File: config.mk
export PLATFORM = sky130hd
export DESIGN_NAME = rls_sched
export DESIGN_NICKNAME = d
export VERILOG_FILES = /design/src/rtl/rls_pkg.sv /design/src/rtl/rls_table.sv /design/src/rtl/rls_pending.sv /design/src/rtl/rls_pick.sv /design/src/rtl/rls_slice.sv /design/src/rtl/rls_sched.sv
export SDC_FILE = /design/constraint.sdc
export NUM_CORES = 1
export LEC_CHECK = 0
export BUFFER_PORTS_ARGS = -buffer_cell sky130_fd_sc_hd__buf_4
export CAP_MARGIN = 0
export CORE_UTILIZATION = 60
export DETAILED_ROUTE_END_ITERATION = 8
export GPL_TIMING_DRIVEN = 0
export PLACE_DENSITY = 0.92
export SLEW_MARGIN = 25
export SYNTH_ARGS = -nofsm -noshare
export SYNTH_HDL_FRONTEND = slang
export SYNTH_HIERARCHICAL = 1
export SYNTH_SLANG_ARGS = --single-unit
export TNS_END_PERCENT = 50
File: constraint.sdc
create_clock -name clk -period 3.3 [get_ports clk]
set_clock_uncertainty 0.1 [all_clocks]
set_input_delay 0.165 -clock clk [delete_from_list [all_inputs] [get_ports clk]]
set_output_delay 0.165 -clock clk [all_outputs]
set_load 0.005 [all_outputs]
File: src/rtl/rls_pkg.sv
package rls_pkg;
  typedef enum logic [1:0] {
    CAUSE_START   = 2'd0,
    CAUSE_DONE    = 2'd1,
    CAUSE_EXPIRE  = 2'd2,
    CAUSE_PREEMPT = 2'd3
  } sw_cause_e;
endpackage

File: src/rtl/rls_table.sv
// Runlist slot storage; presents the channel membership mask of each slot.
module rls_table #(
  parameter int NUM_ENT = 4,
  parameter int NUM_CH  = 8,
  localparam int ENT_W  = $clog2(NUM_ENT),
  localparam int CH_W   = $clog2(NUM_CH),
  localparam int CNT_W  = $clog2(NUM_CH + 1)
) (
  input  logic                           clk,
  input  logic                           rst_n,
  input  logic                           wr_en,
  input  logic [ENT_W-1:0]               wr_idx,
  input  logic                           wr_valid,
  input  logic                           wr_grp,
  input  logic [CH_W-1:0]                wr_base,
  input  logic [CNT_W-1:0]               wr_cnt,
  output logic [NUM_ENT-1:0][NUM_CH-1:0] ent_mask
);
  logic [NUM_ENT-1:0] valid_q;
  logic [NUM_ENT-1:0] grp_q;
  logic [CH_W-1:0]    base_q [NUM_ENT];
  logic [CNT_W-1:0]   cnt_q  [NUM_ENT];

  always_ff @(posedge clk or negedge rst_n) begin
    if (!rst_n) begin
      valid_q <= '0;
      grp_q   <= '0;
      for (int e = 0; e < NUM_ENT; e++) begin
        base_q[e] <= '0;
        cnt_q[e]  <= '0;
      end
    end else if (wr_en) begin
      valid_q[wr_idx] <= wr_valid;
      grp_q[wr_idx]   <= wr_grp;
      base_q[wr_idx]  <= wr_base;
      cnt_q[wr_idx]   <= wr_cnt;
    end
  end

  for (genvar e = 0; e < NUM_ENT; e++) begin : g_ent
    for (genvar c = 0; c < NUM_CH; c++) begin : g_ch
      assign ent_mask[e][c] = valid_q[e] &&
        (grp_q[e] ? ((c >= int'(base_q[e])) && (c < int'(base_q[e]) + int'(cnt_q[e])))
                  : (c == int'(base_q[e])));
    end
  end
endmodule

File: src/rtl/rls_pending.sv
// Per-channel pending-work flags; a set in the same cycle wins over a clear.
module rls_pending #(
  parameter int NUM_CH = 8,
  localparam int CH_W  = $clog2(NUM_CH)
) (
  input  logic              clk,
  input  logic              rst_n,
  input  logic              set_en,
  input  logic [CH_W-1:0]   set_ch,
  input  logic              clr_en,
  input  logic [CH_W-1:0]   clr_ch,
  output logic [NUM_CH-1:0] pend_nx
);
  logic [NUM_CH-1:0] pend_q;
  logic [NUM_CH-1:0] set_v, clr_v;

  always_comb begin
    set_v = '0;
    clr_v = '0;
    if (set_en) set_v[set_ch] = 1'b1;
    if (clr_en) clr_v[clr_ch] = 1'b1;
    pend_nx = (pend_q & ~clr_v) | set_v;
  end

  always_ff @(posedge clk or negedge rst_n) begin
    if (!rst_n) pend_q <= '0;
    else        pend_q <= pend_nx;
  end
endmodule

File: src/rtl/rls_pick.sv
// Circular search for the next eligible slot and its lowest pending channel.
module rls_pick #(
  parameter int NUM_ENT = 4,
  parameter int NUM_CH  = 8,
  localparam int ENT_W  = $clog2(NUM_ENT),
  localparam int CH_W   = $clog2(NUM_CH)
) (
  input  logic [NUM_ENT-1:0][NUM_CH-1:0] ent_mask,
  input  logic [NUM_CH-1:0]              pend,
  input  logic [ENT_W-1:0]               last_idx,
  output logic                           found,
  output logic [ENT_W-1:0]               sel_idx,
  output logic [CH_W-1:0]                sel_ch
);
  logic [NUM_CH-1:0] hitv;

  always_comb begin
    found   = 1'b0;
    sel_idx = '0;
    for (int k = 1; k <= NUM_ENT; k++) begin
      int idx;
      idx = int'(last_idx) + k;
      if (idx >= NUM_ENT) idx = idx - NUM_ENT;
      if (!found && (|(ent_mask[idx] & pend))) begin
        found   = 1'b1;
        sel_idx = ENT_W'(idx);
      end
    end
    hitv   = ent_mask[sel_idx] & pend;
    sel_ch = '0;
    for (int c = NUM_CH - 1; c >= 0; c--) begin
      if (hitv[c]) sel_ch = CH_W'(c);
    end
  end
endmodule

File: src/rtl/rls_slice.sv
// Timeslice down-counter; expiry when the running count reaches zero.
module rls_slice #(
  parameter int TS_W = 8
) (
  input  logic            clk,
  input  logic            rst_n,
  input  logic            run,
  input  logic            reload,
  input  logic [TS_W-1:0] len,
  output logic            expired
);
  logic [TS_W-1:0] ts_q, ts_d;
  logic            ts_en;

  always_comb begin
    ts_en = reload || (run && (ts_q != '0));
    ts_d  = reload ? len : ts_q - 1'b1;
  end

  always_ff @(posedge clk or negedge rst_n) begin
    if (!rst_n)     ts_q <= '0;
    else if (ts_en) ts_q <= ts_d;
  end

  assign expired = run && (ts_q == '0);
endmodule

File: src/rtl/rls_sched.sv
module rls_sched #(
  parameter int NUM_ENT = 4,
  parameter int NUM_CH  = 8,
  parameter int TS_W    = 8,
  localparam int ENT_W  = $clog2(NUM_ENT),
  localparam int CH_W   = $clog2(NUM_CH),
  localparam int CNT_W  = $clog2(NUM_CH + 1)
) (
  input  logic             clk,
  input  logic             rst_n,
  input  logic             rl_we,
  input  logic [ENT_W-1:0] rl_idx,
  input  logic             rl_valid,
  input  logic             rl_grp,
  input  logic [CH_W-1:0]  rl_base,
  input  logic [CNT_W-1:0] rl_cnt,
  input  logic [TS_W-1:0]  ts_len,
  input  logic             notify_vld,
  input  logic [CH_W-1:0]  notify_ch,
  input  logic             eng_done,
  input  logic             preempt_req,
  output logic             active_vld,
  output logic [CH_W-1:0]  active_ch,
  output logic             idle,
  output logic             sw_pulse,
  output logic [1:0]       sw_cause,
  output logic             sw_out_vld,
  output logic [CH_W-1:0]  sw_out_ch,
  output logic             sw_in_vld,
  output logic [CH_W-1:0]  sw_in_ch
);
  import rls_pkg::*;

  // reset: asserted asynchronously, released on a clock edge
  logic rst_meta_q, rst_q_n;
  always_ff @(posedge clk or negedge rst_n) begin
    if (!rst_n) begin
      rst_meta_q <= 1'b0;
      rst_q_n    <= 1'b0;
    end else begin
      rst_meta_q <= 1'b1;
      rst_q_n    <= rst_meta_q;
    end
  end

  logic                           cur_vld_q, cur_vld_d;
  logic [CH_W-1:0]                cur_ch_q, cur_ch_d;
  logic [ENT_W-1:0]               ptr_q, ptr_d;
  logic                           pulse_q;
  sw_cause_e                      cause_q, cause_d;
  logic                           out_vld_q, in_vld_q;
  logic [CH_W-1:0]                out_ch_q, in_ch_q;

  logic [NUM_ENT-1:0][NUM_CH-1:0] ent_mask;
  logic [NUM_CH-1:0]              pend_nx;
  logic                           pick_found;
  logic [ENT_W-1:0]               pick_idx;
  logic [CH_W-1:0]                pick_ch;
  logic                           ts_expired;
  logic                           hit_pre, hit_done, run_sw, start_sw, do_sw, clr_en;

  rls_table #(.NUM_ENT(NUM_ENT), .NUM_CH(NUM_CH)) u_table (
    .clk(clk), .rst_n(rst_q_n), .wr_en(rl_we), .wr_idx(rl_idx),
    .wr_valid(rl_valid), .wr_grp(rl_grp), .wr_base(rl_base), .wr_cnt(rl_cnt),
    .ent_mask(ent_mask)
  );

  rls_pending #(.NUM_CH(NUM_CH)) u_pend (
    .clk(clk), .rst_n(rst_q_n), .set_en(notify_vld), .set_ch(notify_ch),
    .clr_en(clr_en), .clr_ch(cur_ch_q), .pend_nx(pend_nx)
  );

  rls_pick #(.NUM_ENT(NUM_ENT), .NUM_CH(NUM_CH)) u_pick (
    .ent_mask(ent_mask), .pend(pend_nx), .last_idx(ptr_q),
    .found(pick_found), .sel_idx(pick_idx), .sel_ch(pick_ch)
  );

  rls_slice #(.TS_W(TS_W)) u_slice (
    .clk(clk), .rst_n(rst_q_n), .run(cur_vld_q), .reload(do_sw),
    .len(ts_len), .expired(ts_expired)
  );

  // switch decision and next state
  always_comb begin
    hit_pre  = cur_vld_q && preempt_req;
    hit_done = cur_vld_q && eng_done;
    run_sw   = hit_pre || ts_expired || hit_done;
    clr_en   = hit_done && !hit_pre && !ts_expired;
    start_sw = !cur_vld_q && pick_found;
    do_sw    = run_sw || start_sw;

    if (hit_pre)         cause_d = CAUSE_PREEMPT;
    else if (ts_expired) cause_d = CAUSE_EXPIRE;
    else if (hit_done)   cause_d = CAUSE_DONE;
    else                 cause_d = CAUSE_START;

    cur_vld_d = cur_vld_q;
    cur_ch_d  = cur_ch_q;
    ptr_d     = ptr_q;
    if (do_sw) begin
      cur_vld_d = pick_found;
      cur_ch_d  = pick_found ? pick_ch : '0;
      if (pick_found) ptr_d = pick_idx;
    end
  end

  always_ff @(posedge clk or negedge rst_n) begin
    if (!rst_n) begin
      cur_vld_q <= 1'b0;
      cur_ch_q  <= '0;
      ptr_q     <= ENT_W'(NUM_ENT - 1);
      pulse_q   <= 1'b0;
    end else if (!rst_q_n) begin
      cur_vld_q <= 1'b0;
      cur_ch_q  <= '0;
      ptr_q     <= ENT_W'(NUM_ENT - 1);
      pulse_q   <= 1'b0;
    end else begin
      cur_vld_q <= cur_vld_d;
      cur_ch_q  <= cur_ch_d;
      ptr_q     <= ptr_d;
      pulse_q   <= do_sw;
    end
  end

  // switch report fields, captured only on a switch
  always_ff @(posedge clk or negedge rst_n) begin
    if (!rst_n) begin
      cause_q   <= CAUSE_START;
      out_vld_q <= 1'b0;
      out_ch_q  <= '0;
      in_vld_q  <= 1'b0;
      in_ch_q   <= '0;
    end else if (rst_q_n && do_sw) begin
      cause_q   <= cause_d;
      out_vld_q <= cur_vld_q;
      out_ch_q  <= cur_ch_q;
      in_vld_q  <= pick_found;
      in_ch_q   <= pick_found ? pick_ch : '0;
    end
  end

  assign active_vld = cur_vld_q;
  assign active_ch  = cur_ch_q;
  assign idle       = !cur_vld_q;
  assign sw_pulse   = pulse_q;
  assign sw_cause   = cause_q;
  assign sw_out_vld = out_vld_q;
  assign sw_out_ch  = out_ch_q;
  assign sw_in_vld  = in_vld_q;
  assign sw_in_ch   = in_ch_q;
endmodule

==> metrics.md, run 1 <==
| Metric | Value |
|---|---|
| Layout net count | `770` |
| Vias in the first global route | `between 5k and 6k` |
| Fin crit period | `between 5 and 6 ns` |
| Via count | `~6.2k` |
| RSZ-0062 raised after global routing | `yes` |
| CP endpoint kind | `flip-flop` |
| Reg2reg end | `u_slice/ts_q[5]` |
| Failing checks | `setup timing` |
| DR iter-0 viols | `743` |
| Int Power | `between 3 and 4 mW` |
| First-pass GRT wire length | `between 20000 and 30000 um` |
| Reg2reg setup slack | `-2.17 ns` |
| Pre-CTS setup slack | `-2.569 ns` |
| Final TNS setup | `-46.02 ns` |
| Req. time, crit path | `~3.4 ns` |
| GR Overflow Total | `0` |
| Root Driver | `clkbuf_8` |
| Synthesis-stage register bit count | `about 70` |
| Final Hold Fails | `0` |
| Initial antenna violation count | `0` |
| Worst min-delay path class | `input port to flip-flop` |
| MaxCap Viol Count | `0` |
| Total Routing Usage GR | `0.3822` |
| Combinational group share of total power | `0.702` |
| Leak pwr | `about 3.2 nW` |
| Fin. max-slew vios | `0` |
| Initial core utilization | `0.6296` |
| DIE AREA | `a little over 10000 um^2` |
| Final GP Congestion | `roughly 1` |
| Drt pass-1 iters | `6` |
| CTS H-tree depth | `3` |
| Switch share | `0.4859` |
| Fmax achieved | `between 0.15 and 0.2 GHz` |
| Reg2Reg Depth | `18` |
| Via/cell ratio | `between 7 and 8` |
| Commonest cells after routing, fill and taps aside | `70 x buf_4, 68 x dfrtp_1, 50 x nand2_1, 50 x mux2_2, 38 x mux2i_1` |
| Total Wirelength | `about 21000 um` |
| Tcrit/Tclk final | `1.658` |
| Commonest non-fill, non-tap cell in the layout | `buf_4` |
| Synth Cell Area | `about 6000 um^2` |
| Ys async rst share | `1.000` |
| Final setup violation count | `25` |
| Layout cell share with drive strength beyond 1 | `0.3493` |
| Status | `finished with violations` |
| Yosys warnings | `6` |
| Worst hold path depth | `3` |
| Gate Count Post-Synth | `between 600 and 700` |
| Num CTS Buffers | `9` |
| DRT antenna net count | `0` |
| Core ar. | `9415 um^2` |
| Worst skew pair latency | `0.38 ns` |
| Drc violations | `0` |
| Placed cells | `roughly 800` |
| Share of power burned in registers | `0.191` |
| Hold Path Sink | `sw_cause[0]` |
| Synth cell types | `90` |
| Slew @ Worst Pin | `approximately 1.0 ns` |
| HP Start | `eng_done` |
| Synthesized area per cell | `around 9.5 um^2` |
| Worst setup SP type | `flip-flop` |
| Crit Reg-Reg Startpoint | `u_table/base_q[0]` |
| Slew headroom | `0.3231` |
| Crit path max fanout | `7` |
| Die height | `101.4 um` |
| PwrDens | `between 900 and 1000 nW/um^2` |
| Non-filler cells, final | `around 860` |
| Clk pwr share | `0.107` |
| Sw Pwr | `3.299 mW` |
| Critical path class | `flip-flop to flip-flop` |
| Largest net degree at the start of global routing | `46` |
| Area delta synth->final | `26.57%` |
| CTS tree | `done` |
| Clock-pin slew on the worst setup and hold paths | `approximately 0.10 ns` |
| CP Data Arrival Time | `5.59 ns` |
| Post-route setup slack | `-2.172 ns` |
| Final HPWL DP | `12460 um` |
| Port bufs | `between 40 and 50` |
| Register area share after synthesis | `0.3001` |
| Top FF cell, synth | `dfrtp_1` |
| FP Rows | `35` |
| Net Count, Synth | `667` |
| IR drop worst, VDD | `0.5415 mV` |
| Die span in x | `just over 100 um` |
| DR WL/cell | `~24 um` |
| CTS Buffer Depth | `2` |
| Ports placed on the boundary | `44` |
| Clock Sinks | `a little over 70` |
| ANT cells | `0` |
| Post-synth EDFFs | `0` |
Yosys cell counts (5+ instances only):
cell type / count / area (um^2)
dfrtp_1: 69 / 1727
mux2_2: 51 / 574.3
nand2_1: 50 / 187.7
mux2i_1: 40 / 400.4
nor2_1: 39 / 146.4
a21oi_1: 26 / 130.1
inv_1: 25 / 93.84
clkbuf_1: 18 / 67.56
buf_2: 15 / 75.07
o21ai_0: 15 / 75.07
ha_1: 13 / 162.7
nor3_1: 13 / 65.06
nand2b_1: 12 / 75.07
and2_1: 11 / 68.82
o211ai_1: 11 / 82.58
a31oi_1: 9 / 56.30
nand4_1: 9 / 56.30
a22o_1: 8 / 70.07
mux4_2: 8 / 180.2
a211oi_1: 7 / 52.55
nand3_1: 7 / 35.03
o22ai_1: 7 / 43.79
a21boi_0: 6 / 45.04
a21o_1: 6 / 45.04
nor2b_1: 6 / 37.54
o211a_1: 6 / 60.06
a2111oi_0: 5 / 43.79
a22oi_1: 5 / 37.54
and3_1: 5 / 31.28
power by group through the flow:
stage               Combinational (mW)  Sequential, mW  Clock, mW
finish                            4.77            1.30      0.725
global route                      4.99            1.32      0.759
CTS                               4.12            1.27      0.725
detailed placement                3.64            1.29          0
global placement                  3.52            1.28          0
floorplan                         2.84            1.24          0
cell families (layout without fill, tap and decap cells):
family / count (synthesis) / in the layout / synth area share
multiplexers: 100 / 100 / 0.1973
other: 1 / 1 / 0.0006326
AND/OR/NAND/NOR: 196 / 196 / 0.1870
AO/OA/AOI/OAI: 167 / 167 / 0.2182
flip-flops: 71 / 71 / 0.3001
adder cells (fa/ha/maj): 17 / 17 / 0.04095
XOR/XNOR: 5 / 5 / 0.007388
buffers and inverters: 65 / 173 / 0.04833
cell type report:
| class | count | area, um^2 |
|---|---|---|
| multi-input combinational | 486 | 4257 |
| fill | 543 | 1912 |
| sequential | 71 | 1783 |
| timing repair buffer | 94 | 800.8 |
| buffer | 35 | 188.9 |
| tap | 129 | 161.4 |
| clock buffer | 9 | 123.9 |
| inverter | 28 | 115.1 |
| clock inverter | 7 | 73.82 |
sequential cells by signal, indices dropped and copies added (netlist names), 2 cells and up:
name,count
sw_out_ch,3
u_table/cnt_q,16
u_pend/pend_q,8
u_table/grp_q,4
u_slice/ts_q,8
u_table/base_q,12
ptr_q,2
sw_in_ch,3
u_table/valid_q,4
active_ch,3
sw_cause,2
worst max path at each step:
stage	startpoint	end	cells after the start
2_1_floorplan	u_table/base_q[0]	active_ch[1]	20
3_3_place_gp	u_slice/ts_q[0]	sw_in_ch[2]	22
3_5_place_dp	u_slice/ts_q[0]	sw_in_ch[2]	22
4_1_cts	u_table/cnt_q[12]	sw_in_ch[1]	20
5_1_grt	u_table/base_q[0]	active_ch[1]	20
6_report	u_table/base_q[0]	u_slice/ts_q[5]	18
layer usage:
metal  up-vias  GRT usage  wire length [um]
met4         0     0.2163              1559
met2       531     0.6379              9546
met5         -          0                 0
li1       2600          -                 -
met1      2897     0.4601              7374
met3       174    0.08213              2152
what timing repair did:
item                       CTS  global route
setup endpoints to repair   25            25
resized for setup           28            51
buffers inserted            19            10
hold endpoints to repair    59             0
hold buffers                18             0
pin swaps                   25            33
gates cloned                 2             1
metrics by stage:
step / utilization / power [mW] / hold WS (ns) / cell area [um^2]
final: 0.7969 / 6.789 / 0.02038 / 7503
after global routing: 0.7969 / 7.061 / 0.01981 / 7503
after CTS: 0.7673 / 6.115 / 0.03397 / 7224
after detailed placement: 0.6957 / 4.923 / -0.04861 / 6550
after global placement: 0.6914 / 4.794 / -0.05663 / 6510
after floorplan: - / 4.082 / -0.2306 / 6026
critical path, cell delays in order, from the launching register on:
cell and delay [ns]:
dfrtp_1 0.41, ha_2 0.22, fa_2 0.35, or2_4 0.25, a211oi_4 0.30, a2111oi_4 0.15, mux4_2 0.48, and2_0 0.16
or4_1 0.51, or4b_4 0.60, nor3_4 0.26, buf_4 0.14, buf_6 0.09, nand3_4 0.08, or3_4 0.40, and2_4 0.20
inv_6 0.09, nand2_1 0.09, o211ai_1 0.42
(Power assumes the default switching activity.)
==> run 2, diff against run 1 <==
REMOVE_ABC_BUFFERS = 1   (was not set)
SETUP_SLACK_MARGIN = 0.15   (was not set)
==> run 2 against run 1 <==
Compared with the run above: the flow still finishes with violations (setup timing); sequential share of layout area is 0.66 points higher; non-clock buffer count is 27 lower; worst hold slack worse by 0.011 ns; first-iteration DRC count is 20% lower; via count is 4.2% lower; core utilization is 1.6 points lower; count of clock-buffer cells in the layout is 3 higher; fmax is 4.1% lower; flip-flop and latch count stayed put.
==> metrics.md, run 2 (synthesis gave the netlist of run 1 again) <==
| Metric | Value |
|---|---|
| Register area | `1797 um^2 (was 1783 um^2)` |
| Num CTS Buffers | `9 (unchanged)` |
| Fin util | `0.7814 (was 0.7969)` |
| Req. time, crit path | `3.47 ns (was 3.42 ns)` |
| Post-route setup slack | `-2.408 ns (was -2.172 ns)` |
| Worst setup SP type | `flip-flop (unchanged)` |
| Die height | `101.4 um (unchanged)` |
| CTS Buffer Depth | `2 (unchanged)` |
| Die span in x | `101.4 um (unchanged)` |
| Vias in the first global route | `5597 (was 5771)` |
| Commonest non-fill, non-tap cell in the layout | `buf_4 (unchanged)` |
| Final Hold Fails | `0 (unchanged)` |
| Hold_ws | `0.008974 ns (was 0.02038 ns)` |
| Leak pwr | `3.205 nW (was 3.247 nW)` |
| IR drop worst, VDD | `0.4968 mV (was 0.5415 mV)` |
| DR WL/cell | `22.83 um (was 24.02 um)` |
| Worst skew pair latency | `0.35 ns (was 0.38 ns)` |
| Initial core utilization | `0.6296 (unchanged)` |
| Largest net degree at the start of global routing | `60 (was 46)` |
| Worst hold path depth | `2 (was 3)` |
| Fin. max-slew vios | `0 (unchanged)` |
| Largest registers | `u_table/cnt_q x16, u_table/base_q x12 (unchanged)` |
| Core ar. | `9415 um^2 (unchanged)` |
| Delay of the slowest cell on the worst path | `0.48 ns (was 0.60 ns)` |
| DRT antenna net count | `0 (unchanged)` |
| First-pass GRT wire length | `28700 um (was 29670 um)` |
| CP endpoint kind | `flip-flop (unchanged)` |
| Final setup violation count | `25 (unchanged)` |
| Clock-pin slew on the worst setup and hold paths | `0.08 ns (was 0.10 ns)` |
| Max reg flops | `16 (unchanged)` |
| PwrDens | `938.4 nW/um^2 (was 904.8 nW/um^2)` |
| Final GP Congestion | `0.9514 (was 0.9864)` |
| Area delta synth->final | `24.10% (was 26.57%)` |
| Layout cell share with drive strength beyond 1 | `0.3537 (was 0.3493)` |
| Layout net count | `744 (was 770)` |
| Crit path max fanout | `7 (unchanged)` |
| Port bufs | `43 (unchanged)` |
| Fillers | `556 (was 543)` |
| Fin crit period | `5.708 ns (was 5.472 ns)` |
| Failing checks | `setup timing (unchanged)` |
| Biggest register | `u_table/cnt_q (unchanged)` |
| CTS tree | `done (unchanged)` |
| Slew headroom | `0.2915 (was 0.3231)` |
| Final HPWL DP | `11200 um (was 12460 um)` |
| Slew @ Worst Pin | `1.060 ns (was 1.015 ns)` |
| Clock Sinks | `71 (unchanged)` |
| Total Wirelength | `19020 um (was 20630 um)` |
| Total Routing Usage GR | `0.3646 (was 0.3822)` |
| Fmax achieved | `0.1752 GHz (was 0.1827 GHz)` |
| GR Overflow Total | `0 (unchanged)` |
| MaxCap Viol Count | `0 (unchanged)` |
| DR iter-0 viols | `592 (was 743)` |
| Via count | `5944 (was 6202)` |
| CP Data Arrival Time | `5.88 ns (was 5.59 ns)` |
| Drt pass-1 iters | `6 (unchanged)` |
| ANT cells | `0 (unchanged)` |
| Critical path class | `flip-flop to flip-flop (unchanged)` |
| Drc violations | `0 (unchanged)` |
| Tcrit/Tclk final | `1.730 (was 1.658)` |
| RSZ-0062 raised after global routing | `yes (unchanged)` |
| Initial antenna violation count | `0 (unchanged)` |
| Commonest cells after routing, fill and taps aside | `82 x buf_4, 60 x dfrtp_1, 51 x mux2_2 (was 70 x buf_4, 68 x dfrtp_1, 50 x nand2_1, 50 x mux2_2, 38 x mux2i_1)` |
| CTS H-tree depth | `3 (unchanged)` |
| Status | `finished with violations (unchanged)` |
| Worst min-delay path class | `input port to flip-flop (unchanged)` |
| Reg2Reg Depth | `24 (was 18)` |
| Max stage delay cell, worst path | `mux4_2 (was or4b_4)` |
| DIE AREA | `10280 um^2 (unchanged)` |
| Area occupied by multi-input gates | `4228 um^2 (was 4257 um^2)` |
| Worst path cell trace | `ha_4, fa_2, xor2_4, a2111oi_4, buf_4, buf_6, buf_6, buf_6, nor3_4, mux4_2, a22o_1, a311o_1, a211oi_4, nor2_1, a41oi_4, buf_4, a21boi_0, a211oi_2, nor3_2, buf_4, nor3_2, o31a_1, nand4_1, o21ai_1 (was ha_2, fa_2, or2_4, a211oi_4, a2111oi_4, mux4_2, and2_0, or4_1, or4b_4, nor3_4, buf_4, buf_6, nand3_4, or3_4, and2_4, inv_6, nand2_1, o211ai_1)` |
| FP Rows | `35 (unchanged)` |
| Ports placed on the boundary | `44 (unchanged)` |
| Via/cell ratio | `7.136 (was 7.220)` |
| Root Driver | `clkbuf_8 (unchanged)` |
[run 2: stage by stage]
stage	setup WS, ns	power (mW)	area (um^2)	setup TNS (ns)	std cells
final	-2.408	6.904	7357	-44.54	833
after global routing	-2.453	7.150	7357	-47.02	833
after CTS	-2.004	6.210	7121	-39.79	820
after detailed placement	-3.344	4.686	6271	-66.08	758
after global placement	-3.217	4.535	6236	-64.72	757
after floorplan	-2.414	3.865	5752	-48.54	585
[run 2: layout make-up]
cell class                 count  share of cell area
timing repair buffer         102              0.1139
tap                          129             0.02194
clock buffer                  12             0.02245
inverter                      28             0.01565
clock inverter                 4            0.007143
multi-input combinational    487              0.5747
sequential                    71              0.2442
[run 2: worst max-delay path, delay by kind of cell, from the launching register on]
kind                     cells  cell delay (ns)
AO/OA/AOI/OAI                9             2.32
buffers and inverters        6             0.87
AND/OR/NAND/NOR              5             0.64
adder cells (fa/ha/maj)      2             0.59
multiplexers                 1             0.48
flip-flops                   1             0.44
XOR/XNOR                     1             0.19
[run 2: repair_timing]
| action | in CTS | in global routing |
|---|---|---|
| endpoints found under the hold margin | 28 | 9 |
| resized for setup | 65 | 25 |
| setup buffers | 35 | 8 |
| cloned | 1 | 0 |
| pin swaps | 26 | 18 |
| setup endpoints to repair | 25 | 25 |
| hold buffers | 10 | 5 |
[run 2: metal layers]
metal  GRT usage  share of wire  up-vias
met5           0              0        -
met3     0.06073          0.082      118
met2      0.6316           0.48      427
li1            -              -     2536
met4      0.1873          0.061        0
met1      0.4379           0.37     2863
[run 2: power by group]
group,total (mW),internal (mW),switching (mW)
combinational,4.60,2.11,2.49
sequential,1.53,1.09,0.442
clock,0.771,0.413,0.358
total,6.90,3.62,3.29
[run 2: final timing paths]
path	start	end	slack, ns
min in group asynchronous	rst_q_n	u_slice/ts_q[4]	0.06
max in group asynchronous	rst_q_n	u_table/base_q[3]	2.49
max reg2reg	u_table/base_q[9]	active_ch[1]	-2.41
min reg2reg	rst_q_n	u_slice/ts_q[4]	0.06
max	u_table/base_q[9]	active_ch[1]	-2.41
min	rl_cnt[1]	u_table/cnt_q[13]	0.009
==> run 3, diff against run 2 <==
SETUP_SLACK_MARGIN = 0.2   (was 0.15)
clock period = 5.9 ns   (was 3.3 ns; I/O delays follow)
==> run 3 against run 2 <==
Compared with the run above: highest routed layer unchanged; critical path type unchanged; fmax increased by 0.81%; final cell count fell by 3.0%; sequential share of layout area grew 1.4 points; largest cell class unchanged; the run now ends clean; non-clock buffer count fell by 25; worst hold slack gained 0.047 ns.
==> metrics.md, run 3 (synthesis gave the netlist of run 1 again) <==
| Metric | Value |
|---|---|
| Die span in x | `101.4 um (unchanged)` |
| Reg2reg setup slack | `0.24 ns (was -2.41 ns)` |
| Fin crit period | `5.662 ns (was 5.708 ns)` |
| Num CTS Buffers | `9 (unchanged)` |
| CP bufs+invs | `1 (was 6)` |
| Crit path max fanout | `7 (unchanged)` |
| Root Driver | `clkbuf_8 (unchanged)` |
| DIE AREA | `10280 um^2 (unchanged)` |
| Drt pass-1 iters | `5 (was 6)` |
| Max stage delay cell, worst path | `or4b_4 (was mux4_2)` |
| Crit Reg-Reg Startpoint | `u_table/base_q[9] (unchanged)` |
| Critical path class | `flip-flop to flip-flop (unchanged)` |
| Layout net count | `719 (was 744)` |
| Core ar. | `9415 um^2 (unchanged)` |
| Req. time, crit path | `6.07 ns (was 3.47 ns)` |
| Largest registers | `u_table/cnt_q x16, u_table/base_q x12 (unchanged)` |
| Worst min-delay path class | `flip-flop to async pin (was input port to flip-flop)` |
| Worst path cell trace | `ha_2, fa_2, xor2_1, a2111oi_4, a2111oi_4, mux4_2, and2_0, or4_4, or4b_4, a211o_4, nand3_4, inv_4, and4_4, o31a_1, o32ai_1, a22o_1, o2bb2ai_1, nand4_1, o21ai_0 (was ha_4, fa_2, xor2_4, a2111oi_4, buf_4, buf_6, buf_6, buf_6, nor3_4, mux4_2, a22o_1, a311o_1, a211oi_4, nor2_1, a41oi_4, buf_4, a21boi_0, a211oi_2, nor3_2, buf_4, nor3_2, o31a_1, nand4_1, o21ai_1)` |
| Final setup violation count | `0 (was 25)` |
| Status | `complete, no violations (was finished with violations)` |
| DRT antenna net count | `0 (unchanged)` |
| Die height | `101.4 um (unchanged)` |
| GR Overflow Total | `0 (unchanged)` |
| Final HPWL DP | `11200 um (unchanged)` |
| Pre-CTS setup slack | `-0.7436 ns (was -3.344 ns)` |
| Max reg flops | `16 (unchanged)` |
| Drc violations | `0 (unchanged)` |
| Most frequent cell on the critical path | `a2111oi_4` |
| Commonest cells after routing, fill and taps aside | `75 x buf_4, 60 x dfrtp_1, 51 x mux2_2 (was 82 x buf_4, 60 x dfrtp_1, 51 x mux2_2)` |
| Via count | `5643 (was 5944)` |
| Slew headroom | `0.3883 (was 0.2915)` |
| Layout cell share with drive strength beyond 1 | `0.3166 (was 0.3537)` |
| MaxCap Viol Count | `0 (unchanged)` |
| Fmax achieved | `0.1766 GHz (was 0.1752 GHz)` |
| Area delta synth->final | `17.56% (was 24.10%)` |
| Tcrit/Tclk final | `0.9597 (was 1.730)` |
| Hold_ws | `0.05604 ns (was 0.008974 ns)` |
| CTS H-tree depth | `3 (unchanged)` |
| Post-route setup slack | `0.2378 ns (was -2.408 ns)` |
| Leak pwr | `3.052 nW (was 3.205 nW)` |
| Worst skew pair latency | `0.35 ns (about the same)` |
| Total Wirelength | `17030 um (was 19020 um)` |
| PwrDens | `504.3 nW/um^2 (was 938.4 nW/um^2)` |
| First-pass GRT wire length | `25910 um (was 28700 um)` |
| Clock Sinks | `71 (unchanged)` |
| ANT cells | `0 (unchanged)` |
| DR WL/cell | `21.07 um (was 22.83 um)` |
| IR drop worst, VDD | `0.2805 mV (was 0.4968 mV)` |
| FP Rows | `35 (unchanged)` |
| Reg2reg end | `sw_in_ch[0] (was active_ch[1])` |
| Slew @ Worst Pin | `0.9153 ns (was 1.060 ns)` |
| Total Routing Usage GR | `0.3242 (was 0.3646)` |
| Clock-pin slew on the worst setup and hold paths | `0.08 ns (about the same)` |
| Largest net degree at the start of global routing | `60 (unchanged)` |
| Final Hold Fails | `0 (unchanged)` |
| Biggest register | `u_table/cnt_q (unchanged)` |
| CTS Buffer Depth | `2 (unchanged)` |
| RSZ-0062 raised after global routing | `no (was yes)` |
| Worst setup SP type | `flip-flop (unchanged)` |
| Fin. max-slew vios | `0 (unchanged)` |
| Final GP Congestion | `0.9514 (unchanged)` |
| Ports placed on the boundary | `44 (unchanged)` |
| Initial antenna violation count | `0 (unchanged)` |
| Initial core utilization | `0.6296 (unchanged)` |
| Via/cell ratio | `6.984 (was 7.136)` |
| Vias in the first global route | `5156 (was 5597)` |
| Reg2Reg Depth | `19 (was 24)` |
| CP endpoint kind | `flip-flop (unchanged)` |
| Delay of the slowest cell on the worst path | `0.64 ns (was 0.48 ns)` |
| Crit path max-delay family | `compound AO/OA/AOI/OAI gates (unchanged)` |
| CTS tree | `done (unchanged)` |
| CP Data Arrival Time | `5.83 ns (was 5.88 ns)` |
| DR iter-0 viols | `540 (was 592)` |
| Port bufs | `43 (unchanged)` |
| Commonest non-fill, non-tap cell in the layout | `buf_4 (unchanged)` |
run 3: area by class of cell:
| class | count | area (um^2) |
|---|---|---|
| Tap cell | 129 | 161.4 |
| Multi-Input combinational cell | 487 | 4083 |
| Timing Repair Buffer | 77 | 600.6 |
| Clock inverter | 4 | 52.55 |
| Inverter | 28 | 110.1 |
| Clock buffer | 12 | 165.2 |
| Fill cell | 636 | 2446 |
| Sequential cell | 71 | 1797 |
run 3: worst max path at each step:
stage                                 start      endpoint  slack, ns  depth (start not counted)
after floorplan           u_table/base_q[9]   sw_in_ch[1]       0.19                         18
after global placement    u_table/base_q[9]  active_ch[2]      -0.62                         18
after detailed placement    u_slice/ts_q[0]  active_ch[2]      -0.74                         19
after CTS                 u_table/base_q[6]  active_ch[1]       0.21                         18
after global routing      u_table/base_q[3]  active_ch[1]       0.13                         21
final                     u_table/base_q[9]   sw_in_ch[0]       0.24                         19
run 3: power breakdown:
| part | switching [mW] | internal [mW] |
|---|---|---|
| combinational | 1.19 | 1.03 |
| clock | 0.198 | 0.231 |
| sequential | 0.253 | 0.611 |
| total | 1.64 | 1.88 |
run 3: per-stage QoR:
step           instance area [um^2]  TNS, ns    util  instances  power (mW)
6_report                       6969        0  0.7402        808       3.514
5_1_grt                        6969        0  0.7402        808       3.687
4_1_cts                        6649        0  0.7062        783       3.226
3_5_place_dp                   6271   -5.482  0.6660        758       2.621
3_3_place_gp                   6236   -4.439  0.6623        757       2.537
2_1_floorplan                  5752        0       -        585       2.162
run 3: what timing repair did:
action / 4_1_cts / 5_1_grt
endpoints found under the hold margin: 19 / 0
pin swaps: 6 / 12
setup endpoints to repair: 18 / 16
buffers inserted: 7 / 25
hold buffers: 1 / 0
gates cloned: 1 / 0
gates resized for setup: 18 / 28
run 3: metal layers:
| layer | vias up | track usage | share of wire |
|---|---|---|---|
| met4 | 0 | 0.1327 | 0.038 |
| met2 | 352 | 0.5552 | 0.49 |
| met5 | - | 0 | 0 |
| met1 | 2745 | 0.4092 | 0.40 |
| li1 | 2489 | - | - |
| met3 | 57 | 0.05245 | 0.071 |
run 3: worst reg2reg max path: stages (launching register included):
cell and delay, ns:
dfrtp_2 0.45, ha_2 0.22, fa_2 0.37, xor2_1 0.18, a2111oi_4 0.43, a2111oi_4 0.19
mux4_2 0.47, and2_0 0.16, or4_4 0.54, or4b_4 0.64, a211o_4 0.38, nand3_4 0.15
inv_4 0.09, and4_4 0.17, o31a_1 0.33, o32ai_1 0.16, a22o_1 0.19, o2bb2ai_1 0.13
nand4_1 0.13, o21ai_0 0.10
